===== config.mk =====
export PLATFORM = sky130hd
export DESIGN_NAME = synth_cfg_loader
export DESIGN_NICKNAME = d
export VERILOG_FILES = /design/src/rtl/slcfg_pkg.sv /design/src/rtl/serial_front.sv /design/src/rtl/load_ctrl.sv /design/src/rtl/cfg_latches.sv /design/src/rtl/mon_mux.sv /design/src/rtl/synth_cfg_loader.sv
export SDC_FILE = /design/constraint.sdc
export NUM_CORES = 1
export LEC_CHECK = 0
export ABC_AREA = 1
export ABC_CLOCK_PERIOD_IN_PS = 1360
export BUFFER_PORTS_ARGS = -buffer_cell sky130_fd_sc_hd__buf_4
export CORE_AREA = 2 2 117 119
export DETAILED_ROUTE_END_ITERATION = 16
export DIE_AREA = 0 0 119 121
export PLACE_DENSITY_LB_ADDON = 0.15
export SKIP_CTS_REPAIR_TIMING = 1
export SYNTH_ARGS = -nofsm -noshare
export SYNTH_HDL_FRONTEND = slang
export SYNTH_SLANG_ARGS = --single-unit

===== constraint.sdc =====
create_clock -name clk -period 1.36 [get_ports clk]
set_input_delay 0.136 -clock clk [delete_from_list [all_inputs] [get_ports clk]]
set_output_delay 0.136 -clock clk [all_outputs]
set_load 0.01 [all_outputs]

===== src/rtl/slcfg_pkg.sv =====
package slcfg_pkg;
    localparam int WORD_W = 22;
    localparam int ADDR_W = 2;
    localparam int PAY_W  = WORD_W - ADDR_W;
    localparam int RDIV_W = 15;
    localparam int A_W    = 7;
    localparam int B_W    = 11;
    localparam int N_LATCH = 4;

    typedef enum logic [ADDR_W-1:0] {
        ADR_REF_CH1 = 2'b00,
        ADR_REF_CH2 = 2'b01,
        ADR_FB_CH1  = 2'b10,
        ADR_FB_CH2  = 2'b11
    } addr_e;

    typedef struct packed {
        logic              div_mon;
        logic              lock_mon;
        logic              hiz;
        logic              pump_cur;
        logic              polarity;
        logic [RDIV_W-1:0] ratio;
    } ref_word_t;

    typedef struct packed {
        logic           pwr_dn;
        logic           presc;
        logic [B_W-1:0] b;
        logic [A_W-1:0] a;
    } fb_word_t;

    typedef enum logic [1:0] {
        LD_IDLE     = 2'd0,
        LD_COMMIT   = 2'd1,
        LD_WAIT_LOW = 2'd2
    } ld_state_e;
endpackage


===== src/rtl/serial_front.sv =====
module serial_front
    import slcfg_pkg::*;
#(
    parameter int STAGES = 2
) (
    input  logic              clk,
    input  logic              rst_n,
    input  logic              ser_clk,
    input  logic              ser_data,
    input  logic              ser_le,
    output logic              le_level,
    output logic              le_rise,
    output logic [WORD_W-1:0] shift_q
);
    logic [STAGES-1:0] s_clk, s_dat, s_le;
    logic              clk_prev, le_prev;
    logic              clk_rise;
    logic              dat_bit;

    always_ff @(posedge clk or negedge rst_n) begin
        if (!rst_n) begin
            s_clk    <= '0;
            s_dat    <= '0;
            s_le     <= '0;
            clk_prev <= 1'b0;
            le_prev  <= 1'b0;
        end else begin
            s_clk    <= {s_clk[STAGES-2:0], ser_clk};
            s_dat    <= {s_dat[STAGES-2:0], ser_data};
            s_le     <= {s_le[STAGES-2:0], ser_le};
            clk_prev <= s_clk[STAGES-1];
            le_prev  <= s_le[STAGES-1];
        end
    end

    assign clk_rise = s_clk[STAGES-1] & ~clk_prev;
    assign dat_bit  = s_dat[STAGES-1];
    assign le_level = s_le[STAGES-1];
    assign le_rise  = s_le[STAGES-1] & ~le_prev;

    always_ff @(posedge clk or negedge rst_n) begin
        if (!rst_n) begin
            shift_q <= '0;
        end else if (clk_rise) begin
            shift_q <= {shift_q[WORD_W-2:0], dat_bit};
        end
    end

    // a detected serial edge shifts left by one, new bit at the bottom
    a_r1_shift_in: assert property (@(posedge clk) disable iff (!rst_n)
        clk_rise |=> (shift_q[0] == $past(dat_bit)) &&
                     (shift_q[WORD_W-1:1] == $past(shift_q[WORD_W-2:0])));

    // without a serial edge the register holds
    a_r6_hold_shift: assert property (@(posedge clk) disable iff (!rst_n)
        !clk_rise |=> $stable(shift_q));
endmodule


===== src/rtl/load_ctrl.sv =====
module load_ctrl
    import slcfg_pkg::*;
(
    input  logic               clk,
    input  logic               rst_n,
    input  logic               le_level,
    input  logic               le_rise,
    input  logic [WORD_W-1:0]  shift_q,
    output logic [N_LATCH-1:0] wr_en,
    output logic [PAY_W-1:0]   payload
);
    ld_state_e         state, state_nx;
    logic [WORD_W-1:0] snap_q;
    addr_e             adr;

    always_ff @(posedge clk or negedge rst_n) begin
        if (!rst_n) begin
            state <= LD_IDLE;
        end else begin
            state <= state_nx;
        end
    end

    always_ff @(posedge clk or negedge rst_n) begin
        if (!rst_n) begin
            snap_q <= '0;
        end else if (state == LD_IDLE && le_rise) begin
            snap_q <= shift_q;
        end
    end

    always_comb begin
        state_nx = state;
        unique case (state)
            LD_IDLE:     if (le_rise)   state_nx = LD_COMMIT;
            LD_COMMIT:   state_nx = le_level ? LD_WAIT_LOW : LD_IDLE;
            LD_WAIT_LOW: if (!le_level) state_nx = LD_IDLE;
            default:     state_nx = LD_IDLE;
        endcase
    end

    assign adr     = addr_e'(snap_q[ADDR_W-1:0]);
    assign payload = snap_q[WORD_W-1:ADDR_W];

    always_comb begin
        wr_en = '0;
        unique case (state)
            LD_COMMIT: wr_en[adr] = 1'b1;
            LD_IDLE, LD_WAIT_LOW: wr_en = '0;
            default: wr_en = '0;
        endcase
    end

    // at most one latch is written per cycle
    a_r2_single_write: assert property (@(posedge clk) disable iff (!rst_n)
        $onehot0(wr_en));

    // a commit lasts exactly one cycle
    a_r6_commit_once: assert property (@(posedge clk) disable iff (!rst_n)
        (state == LD_COMMIT) |=> (state != LD_COMMIT));
endmodule


===== src/rtl/cfg_latches.sv =====
module cfg_latches
    import slcfg_pkg::*;
#(
    parameter int CH1_A_BITS = 4
) (
    input  logic               clk,
    input  logic               rst_n,
    input  logic [N_LATCH-1:0] wr_en,
    input  logic [PAY_W-1:0]   payload,
    output ref_word_t [1:0]    ref_q,
    output fb_word_t  [1:0]    fb_q
);
    for (genvar ch = 0; ch < 2; ch++) begin : g_ch
        fb_word_t fb_in;

        if (ch == 0) begin : g_mask
            always_comb begin
                fb_in   = fb_word_t'(payload);
                fb_in.a = A_W'(payload[CH1_A_BITS-1:0]);
            end
            // channel 1 swallow count never holds upper bits
            a_r5_ch1_a_upper: assert property (@(posedge clk) disable iff (!rst_n)
                fb_q[0].a[A_W-1:CH1_A_BITS] == '0);
        end else begin : g_full
            assign fb_in = fb_word_t'(payload);
        end

        always_ff @(posedge clk or negedge rst_n) begin
            if (!rst_n) begin
                ref_q[ch] <= '0;
            end else if (wr_en[ch]) begin
                ref_q[ch] <= ref_word_t'(payload);
            end
        end

        always_ff @(posedge clk or negedge rst_n) begin
            if (!rst_n) begin
                fb_q[ch] <= '0;
            end else if (wr_en[2+ch]) begin
                fb_q[ch] <= fb_in;
            end
        end

        // a latch moves only when its own write strobe was raised
        a_r2_ref_hold: assert property (@(posedge clk) disable iff (!rst_n)
            !wr_en[ch] |=> $stable(ref_q[ch]));
        a_r2_fb_hold: assert property (@(posedge clk) disable iff (!rst_n)
            !wr_en[2+ch] |=> $stable(fb_q[ch]));
    end
endmodule


===== src/rtl/mon_mux.sv =====
module mon_mux (
    input  logic       clk,
    input  logic       rst_n,
    input  logic [1:0] lock_mon,
    input  logic [1:0] div_mon,
    input  logic [1:0] lock_in,
    input  logic [1:0] refdiv_in,
    input  logic [1:0] fbdiv_in,
    output logic       mon_out,
    output logic       cnt_reset
);
    logic [3:0] sel;
    assign sel = {div_mon[1], div_mon[0], lock_mon[1], lock_mon[0]};

    always_comb begin
        mon_out   = 1'b0;
        cnt_reset = 1'b0;
        unique casez (sel)
            4'b0000: mon_out = 1'b0;
            4'b0001: mon_out = lock_in[0];
            4'b0010: mon_out = lock_in[1];
            4'b0011: mon_out = lock_in[0] & lock_in[1];
            4'b01?0: mon_out = refdiv_in[0];
            4'b01?1: mon_out = fbdiv_in[0];
            4'b10?0: mon_out = refdiv_in[1];
            4'b10?1: mon_out = fbdiv_in[1];
            4'b1111: cnt_reset = 1'b1;
            default: mon_out = 1'b0;
        endcase
    end

    // reset request never coexists with an active monitor
    a_r11_reset_quiet: assert property (@(posedge clk) disable iff (!rst_n)
        cnt_reset |-> !mon_out);
    // both selects off keeps the monitor low
    a_r9_off_low: assert property (@(posedge clk) disable iff (!rst_n)
        (lock_mon == 2'b00 && div_mon == 2'b00) |-> !mon_out);
endmodule


===== src/rtl/synth_cfg_loader.sv =====
module synth_cfg_loader
    import slcfg_pkg::*;
#(
    parameter int SYNC_STAGES = 2,
    parameter int CH1_A_BITS  = 4
) (
    input  logic                   clk,
    input  logic                   rst_n,
    input  logic                   ser_clk,
    input  logic                   ser_data,
    input  logic                   ser_le,
    input  logic [1:0]             lock_in,
    input  logic [1:0]             refdiv_in,
    input  logic [1:0]             fbdiv_in,
    output logic [1:0][RDIV_W-1:0] rdiv_ratio,
    output logic [1:0]             pd_polarity,
    output logic [1:0]             pump_cur,
    output logic [1:0]             pump_hiz,
    output logic [1:0][A_W-1:0]    a_count,
    output logic [1:0][B_W-1:0]    b_count,
    output logic [1:0]             presc_sel,
    output logic [1:0]             pwr_down,
    output logic                   mon_out,
    output logic                   cnt_reset
);
    logic               le_level, le_rise;
    logic [WORD_W-1:0]  shift_q;
    logic [N_LATCH-1:0] wr_en;
    logic [PAY_W-1:0]   payload;
    ref_word_t [1:0]    ref_q;
    fb_word_t  [1:0]    fb_q;
    logic [1:0]         lock_mon, div_mon;

    serial_front #(.STAGES(SYNC_STAGES)) u_front (
        .clk(clk), .rst_n(rst_n), .ser_clk(ser_clk), .ser_data(ser_data),
        .ser_le(ser_le), .le_level(le_level), .le_rise(le_rise),
        .shift_q(shift_q)
    );

    load_ctrl u_ctrl (
        .clk(clk), .rst_n(rst_n), .le_level(le_level), .le_rise(le_rise),
        .shift_q(shift_q), .wr_en(wr_en), .payload(payload)
    );

    cfg_latches #(.CH1_A_BITS(CH1_A_BITS)) u_latch (
        .clk(clk), .rst_n(rst_n), .wr_en(wr_en), .payload(payload),
        .ref_q(ref_q), .fb_q(fb_q)
    );

    for (genvar ch = 0; ch < 2; ch++) begin : g_out
        assign rdiv_ratio[ch]  = ref_q[ch].ratio;
        assign pd_polarity[ch] = ref_q[ch].polarity;
        assign pump_cur[ch]    = ref_q[ch].pump_cur;
        assign pump_hiz[ch]    = ref_q[ch].hiz;
        assign lock_mon[ch]    = ref_q[ch].lock_mon;
        assign div_mon[ch]     = ref_q[ch].div_mon;
        assign a_count[ch]     = fb_q[ch].a;
        assign b_count[ch]     = fb_q[ch].b;
        assign presc_sel[ch]   = fb_q[ch].presc;
        assign pwr_down[ch]    = fb_q[ch].pwr_dn;
    end

    mon_mux u_mon (
        .clk(clk), .rst_n(rst_n), .lock_mon(lock_mon), .div_mon(div_mon),
        .lock_in(lock_in), .refdiv_in(refdiv_in), .fbdiv_in(fbdiv_in),
        .mon_out(mon_out), .cnt_reset(cnt_reset)
    );
endmodule


======== After elaboration in Yosys (flattened, before gate mapping) ========
Index checks and enable logic that the tools add are counted.
word-level totals
  output and inout port bits .............. 78
  register bits ........................... 131
  input bits .............................. 11
operators by class
  bitwise logic cells ..................... 5
  equal/unequal tests ..................... 12
  reductions and logical operators ........ 4
  multiplexer cells ....................... 9
  magnitude comparators ................... 2
operators by type and width
  operator                                                               number
  4-bit by 2-bit == test with 1-bit output, second input constant        2
  1-bit case mux with 7 select lines                                     1
  3-bit by 2-bit == test with 1-bit output, second input constant        2
  3-bit == test, second input constant                                   2
  2-bit 2-to-1 mux                                                       3
  2-bit case mux with 3 select lines                                     1
  4-bit by 1-bit == test with 1-bit output, second input constant        1
  4-bit == test, second input constant                                   1
  4-bit 2-to-1 mux                                                       1
  1-bit bitwise AND                                                      3
  2-bit by 3-bit < comparator with 1-bit output, second input constant   1
  1-bit demux with 2-bit select                                          1
  2-bit by 1-bit == test with 1-bit output, second input constant        1
  2-bit == test, second input constant                                   1
  2-bit by 1-bit >= comparator with 1-bit output, second input constant  1
  1-bit logical AND                                                      2
  2-bit zero test                                                        1
  1-bit 2-to-1 mux                                                       2
  2-bit by 1-bit != test with 1-bit output, second input constant        1
  2-bit != test, second input constant                                   1
  1-bit NOT                                                              2
  2-bit AND reduction                                                    1

======== Logic depth before layout (Yosys ltp) ========
  depth after elaboration ................. 5
  gate-level depth with buffers ........... 6
  mapped depth without buffers ............ 6

======== Modules after synthesis ========
A second synthesis with hierarchy kept.
second synthesis, totals
  cell total of the unflattened synthesis .. 592
  area, all modules ....................... 5287.6 um2
by module, submodules not included
  module        instances  area an instance (um2)  cells an instance
  cfg_latches   1          2955.3                  331
  load_ctrl     1          1141.1                  130
  serial_front  1          1091.0                  106
  mon_mux       1          100.1                   25

======== Least setup slack after synthesis ========
Ideal clock, no wire load.
  path type ............................... reg-to-reg
  start point ............................. register u_ctrl.state[1]
  end point ............................... register u_latch.fb_q[0] (netlist name)
  buffers on the path ..................... 1
  required time ........................... 1.240 ns
  cell stages (with the launch flop) ...... 6
  path slack .............................. 0.297 ns
  arrival time ............................ 0.943 ns
  cells stage by stage .................... dfrtp_1 nor2_4 nand2_2 clkbuf_8 nand2_1 o21ai_2
between the ends
  longest elaborated chain between the ends .. 2
ends and longest elaborated chain
  what                                      RTL line         RTL
  start: declaration                        load_ctrl.sv:12  ld_state_e state, state_nx;
  start signal: assignment                  load_ctrl.sv:20  state <= state_nx;
  2-bit by 1-bit == test with 1-bit output  load_ctrl.sv:47  unique case (state)
  4-bit 2-to-1 mux                          load_ctrl.sv:47
Every way passes these cells.
A chain may end at the register's enable or synchronous reset.

======== Worst setup path in the final report ========
  start point ............................. register u_latch.ref_q[18] (netlist name)
  end point ............................... output mon_out
between the ends
  longest elaborated chain between the ends .. 2
  elaborated cells between the ends (all ways) .. 8
ends and longest elaborated chain
  what                                                              RTL line                RTL
  4-bit by 2-bit == test with 1-bit output (tied with other cells)  mon_mux.sv:18           unique casez (sel)
  1-bit case mux with 7 select lines *                              mon_mux.sv:18
  end: declaration                                                  synth_cfg_loader.sv:23  output logic mon_out,
Mark *: on every way between the ends. The rest lies on a longest branch, timed or not.

==> flow_metrics.env <==
export IMPL_finalSetupTns_ps=-53.3
export IMPL_cpPeakStageDelay_ps=440
export IMPL_nets=593
export IMPL_seq_area_frac_synth_pct=62.3
export IMPL_clk_path_buf_depth=2
export IMPL_final_setup_viol_count=1
export IMPL_drc=0
export IMPL_gp_congestion=0.759
export IMPL_cp_depth=5
export IMPL_synthCells=524
export IMPL_worstSetupEndpoint="mon_out"
export IMPL_timing_rr_start="u_ctrl.snap_q[0]"
export IMPL_synth_area_sq_um=5260
export IMPL_clockRootBuffer="clkbuf_16"
export IMPL_use_met2_pct=22.5
export IMPL_top_usage_layer="met2"
export IMPL_violations="negative setup slack"
export IMPL_wl_per_cell_um=13.4
export IMPL_placed_cell_area_sq_um=5820
export IMPL_cap_violations=0
export IMPL_cts_max_level=4
export IMPL_ir_drop_uv=716
export IMPL_fillers=1207
export IMPL_p_sw_uw=2740
export IMPL_crit_top_cell="nor2_1"
export IMPL_drive_above_1_share_pct=25.7
export IMPL_power_total_uw=10500
export IMPL_grt_usage_pct=15.5
export IMPL_pre_cts_ws_ps=233
export IMPL_path_class="flop to output pin"
export IMPL_synth_cell_types=20
export IMPL_start_util_pct=40.2
export IMPL_antenna_cells=0
export IMPL_crit_chain="nor2_1, nor2_1, nand2_1, nand3_1, buf_4"
export IMPL_post_route_util_pct=49.0
export IMPL_end_kind="output pin"
export IMPL_grt_antenna_before_repair=0
export IMPL_seq_area_sq_um=3280
export IMPL_drt_iter0_drc=294
export IMPL_crit_start="u_latch.ref_q[18]"
export IMPL_grt_use_met3_pct=4.32
export IMPL_insertion_delay_ps=410
export IMPL_cts_sinks=131
export IMPL_switching_share_pct=26.1
export IMPL_tritoncts="yes"
export IMPL_cp_top_family="flip-flops"
export IMPL_num_vias=3468
export IMPL_cp_max_fo=6
export IMPL_yosys_warnings=0
export IMPL_met1_usage_pct=21.5
export IMPL_drtPass1Iterations=5
export IMPL_fmax_ghz=0.708
export IMPL_slew_violations=0
export IMPL_avgSynthCellArea_sq_um=10.0
export IMPL_internal_power_uw=7750
export IMPL_cp_required_ps=1220
export IMPL_routed_wl_um=10300
export IMPL_grt_overflow=0
export IMPL_area_growth_pct=22.0
export IMPL_cts_buffers=17
export IMPL_regToRegSetupSlack_ps=220
export IMPL_placement_io_buffers=85
export IMPL_pwr_share_comb_pct=15.5
export IMPL_slowest_stage="dfrtp_2"
export IMPL_ioPinCount=89
export IMPL_p_leak_uw=0.00309
export IMPL_final_setup_worst_slack_ps=-53.3
export IMPL_die_w_um=119
export IMPL_worst_path_buf_inv=1
export IMPL_fin_skew_ps=6.20
export IMPL_hold_class="primary input to asynchronous set/reset pin"
export IMPL_finish_instance_area_sq_um=6420
export IMPL_grt_pass1_vias=3320
export IMPL_rsz0062_at_grt="yes"
export IMPL_powerDensity_nw_per_um2=1630
export IMPL_clk_pin_slew_ps=50
export IMPL_routed_via_density=4.50
export IMPL_p_clk_share_pct=39.2
export IMPL_num_rows=42
export IMPL_status="finished, violations left"
export IMPL_core_area_sq_um=13100
export IMPL_reg2reg_to="u_latch.ref_q[20]"
export IMPL_dp_hpwl_um=7100
export IMPL_arrival_ps=1280
export IMPL_ant_nets=0
export IMPL_finalCritPeriodShare_pct=104
export IMPL_fin_crit_ps=1410
export IMPL_multiInputGateArea_sq_um=1310
export IMPL_seqPwrFrac_pct=45.2
export IMPL_ys_ff_latch=131
export IMPL_grt_max_degree=50
export IMPL_hold_violations=0
export IMPL_r2r_cells=6
export IMPL_grt_pass1_wl_um=17000
export IMPL_die_h_um=121
export IMPL_start_kind="flop"
export IMPL_dieArea_sq_um=14400
[cells in the mapped netlist]
| library cell | number | area share, % |
|---|---|---|
| dfrtp_1 | 131 | 62 |
| nand2_1 | 131 | 9.3 |
| o21ai_0 | 59 | 5.6 |
| inv_1 | 54 | 3.9 |
| buf_4 | 39 | 5.6 |
| o21ai_1 | 38 | 3.6 |
| o21ai_2 | 23 | 3.8 |
| nor2_1 | 14 | 1.0 |
| buf_6 | 10 | 2.1 |
| buf_2 | 6 | 0.57 |
| clkbuf_2 | 4 | 0.38 |
| nand2_2 | 4 | 0.48 |
| nand3_1 | 3 | 0.29 |
| clkbuf_1 | 2 | 0.14 |
| a21oi_1 | 1 | 0.095 |
| clkbuf_8 | 1 | 0.26 |
| conb_1 | 1 | 0.071 |
| nand4_1 | 1 | 0.12 |
| nor2_2 | 1 | 0.12 |
| nor2_4 | 1 | 0.21 |
[state kept, by name (all words and copies together) (netlist names)]
name,flops
u_latch.ref_q,40
u_latch.fb_q,37
u_ctrl.snap_q,22
u_front.shift_q,22
u_ctrl.state,2
u_front.s_clk,2
u_front.s_dat,2
u_front.s_le,2
u_front.clk_prev,1
u_front.le_prev,1
[cells by family after synthesis]
| group | share of synthesized area, % |
|---|---|
| AO/OA/AOI/OAI | 13.2 |
| flip-flops | 62.3 |
| AND/OR/NAND/NOR | 11.6 |
| other | 0.0713 |
| buffers and inverters | 12.9 |
[cell usage in the layout (no fill, tap or decap)]
cell / count
o21ai_2: 23
clkbuf_1: 5
dlygate4sd3_1: 4
nand2_1: 131
clkinv_2: 4
nand3_1: 3
dfrtp_1: 130
nor2_4: 1
conb_1: 3
buf_12: 8
nor2_2: 1
inv_2: 1
nand2_2: 4
nand4_1: 1
dfrtp_2: 1
clkbuf_16: 17
buf_4: 86
nor2_1: 14
a21oi_1: 1
buf_6: 1
clkbuf_8: 6
o21ai_0: 59
inv_1: 53
o21ai_1: 38
[through the flow]
stage | hold slack (ps) | std cells
2_1_floorplan | -160 | 526
3_3_place_gp | 39.1 | 734
3_5_place_dp | 40.0 | 734
4_1_cts | -402 | 766
5_1_grt | 186 | 771
6_report | 167 | 771
[per-layer routing]
layer	part of all wire, %	wire [um]
met4	1.7	175
met3	4.0	412
met5	0	0
met2	45	4640
met1	49	5100
[power groups by stage]
stage | registers, uW | logic, uW | clock network [uW]
finish | 4750 | 1630 | 4120
global route | 4810 | 1850 | 4390
CTS | 4750 | 1660 | 4220
detailed placement | 4810 | 1650 | 0
global placement | 4790 | 1630 | 0
floorplan | 4760 | 1110 | 0
[worst register-to-register path, cell delays in order, from the launching register on]
cell and delay [ps]:
dfrtp_1 430, inv_1 60, nor2_1 120, nand2_2 80
buf_12 180, nand2_1 80, o21ai_1 60
[area by class of cell]
type,count,share of cell area (%)
clock buffers,28,8.21
well taps,176,3.43
repair buffers,99,13.4
flip-flops and latches,131,51.1
multi-input cells,279,20.4
clock inverters,4,0.312
inverters,54,3.16
[worst min path at each step]
stage                        end   from  cells after the start  slack [ps]
6_report       u_ctrl.snap_q[13]  rst_n                      2         170
5_1_grt        u_ctrl.snap_q[10]  rst_n                      2         190
4_1_cts        u_ctrl.snap_q[11]  rst_n                      1        -400
3_5_place_dp   u_ctrl.snap_q[11]  rst_n                      1          40
3_3_place_gp   u_ctrl.snap_q[10]  rst_n                      1          40
2_1_floorplan   u_ctrl.snap_q[0]  rst_n                      0        -160
(Power assumes the default switching activity.)
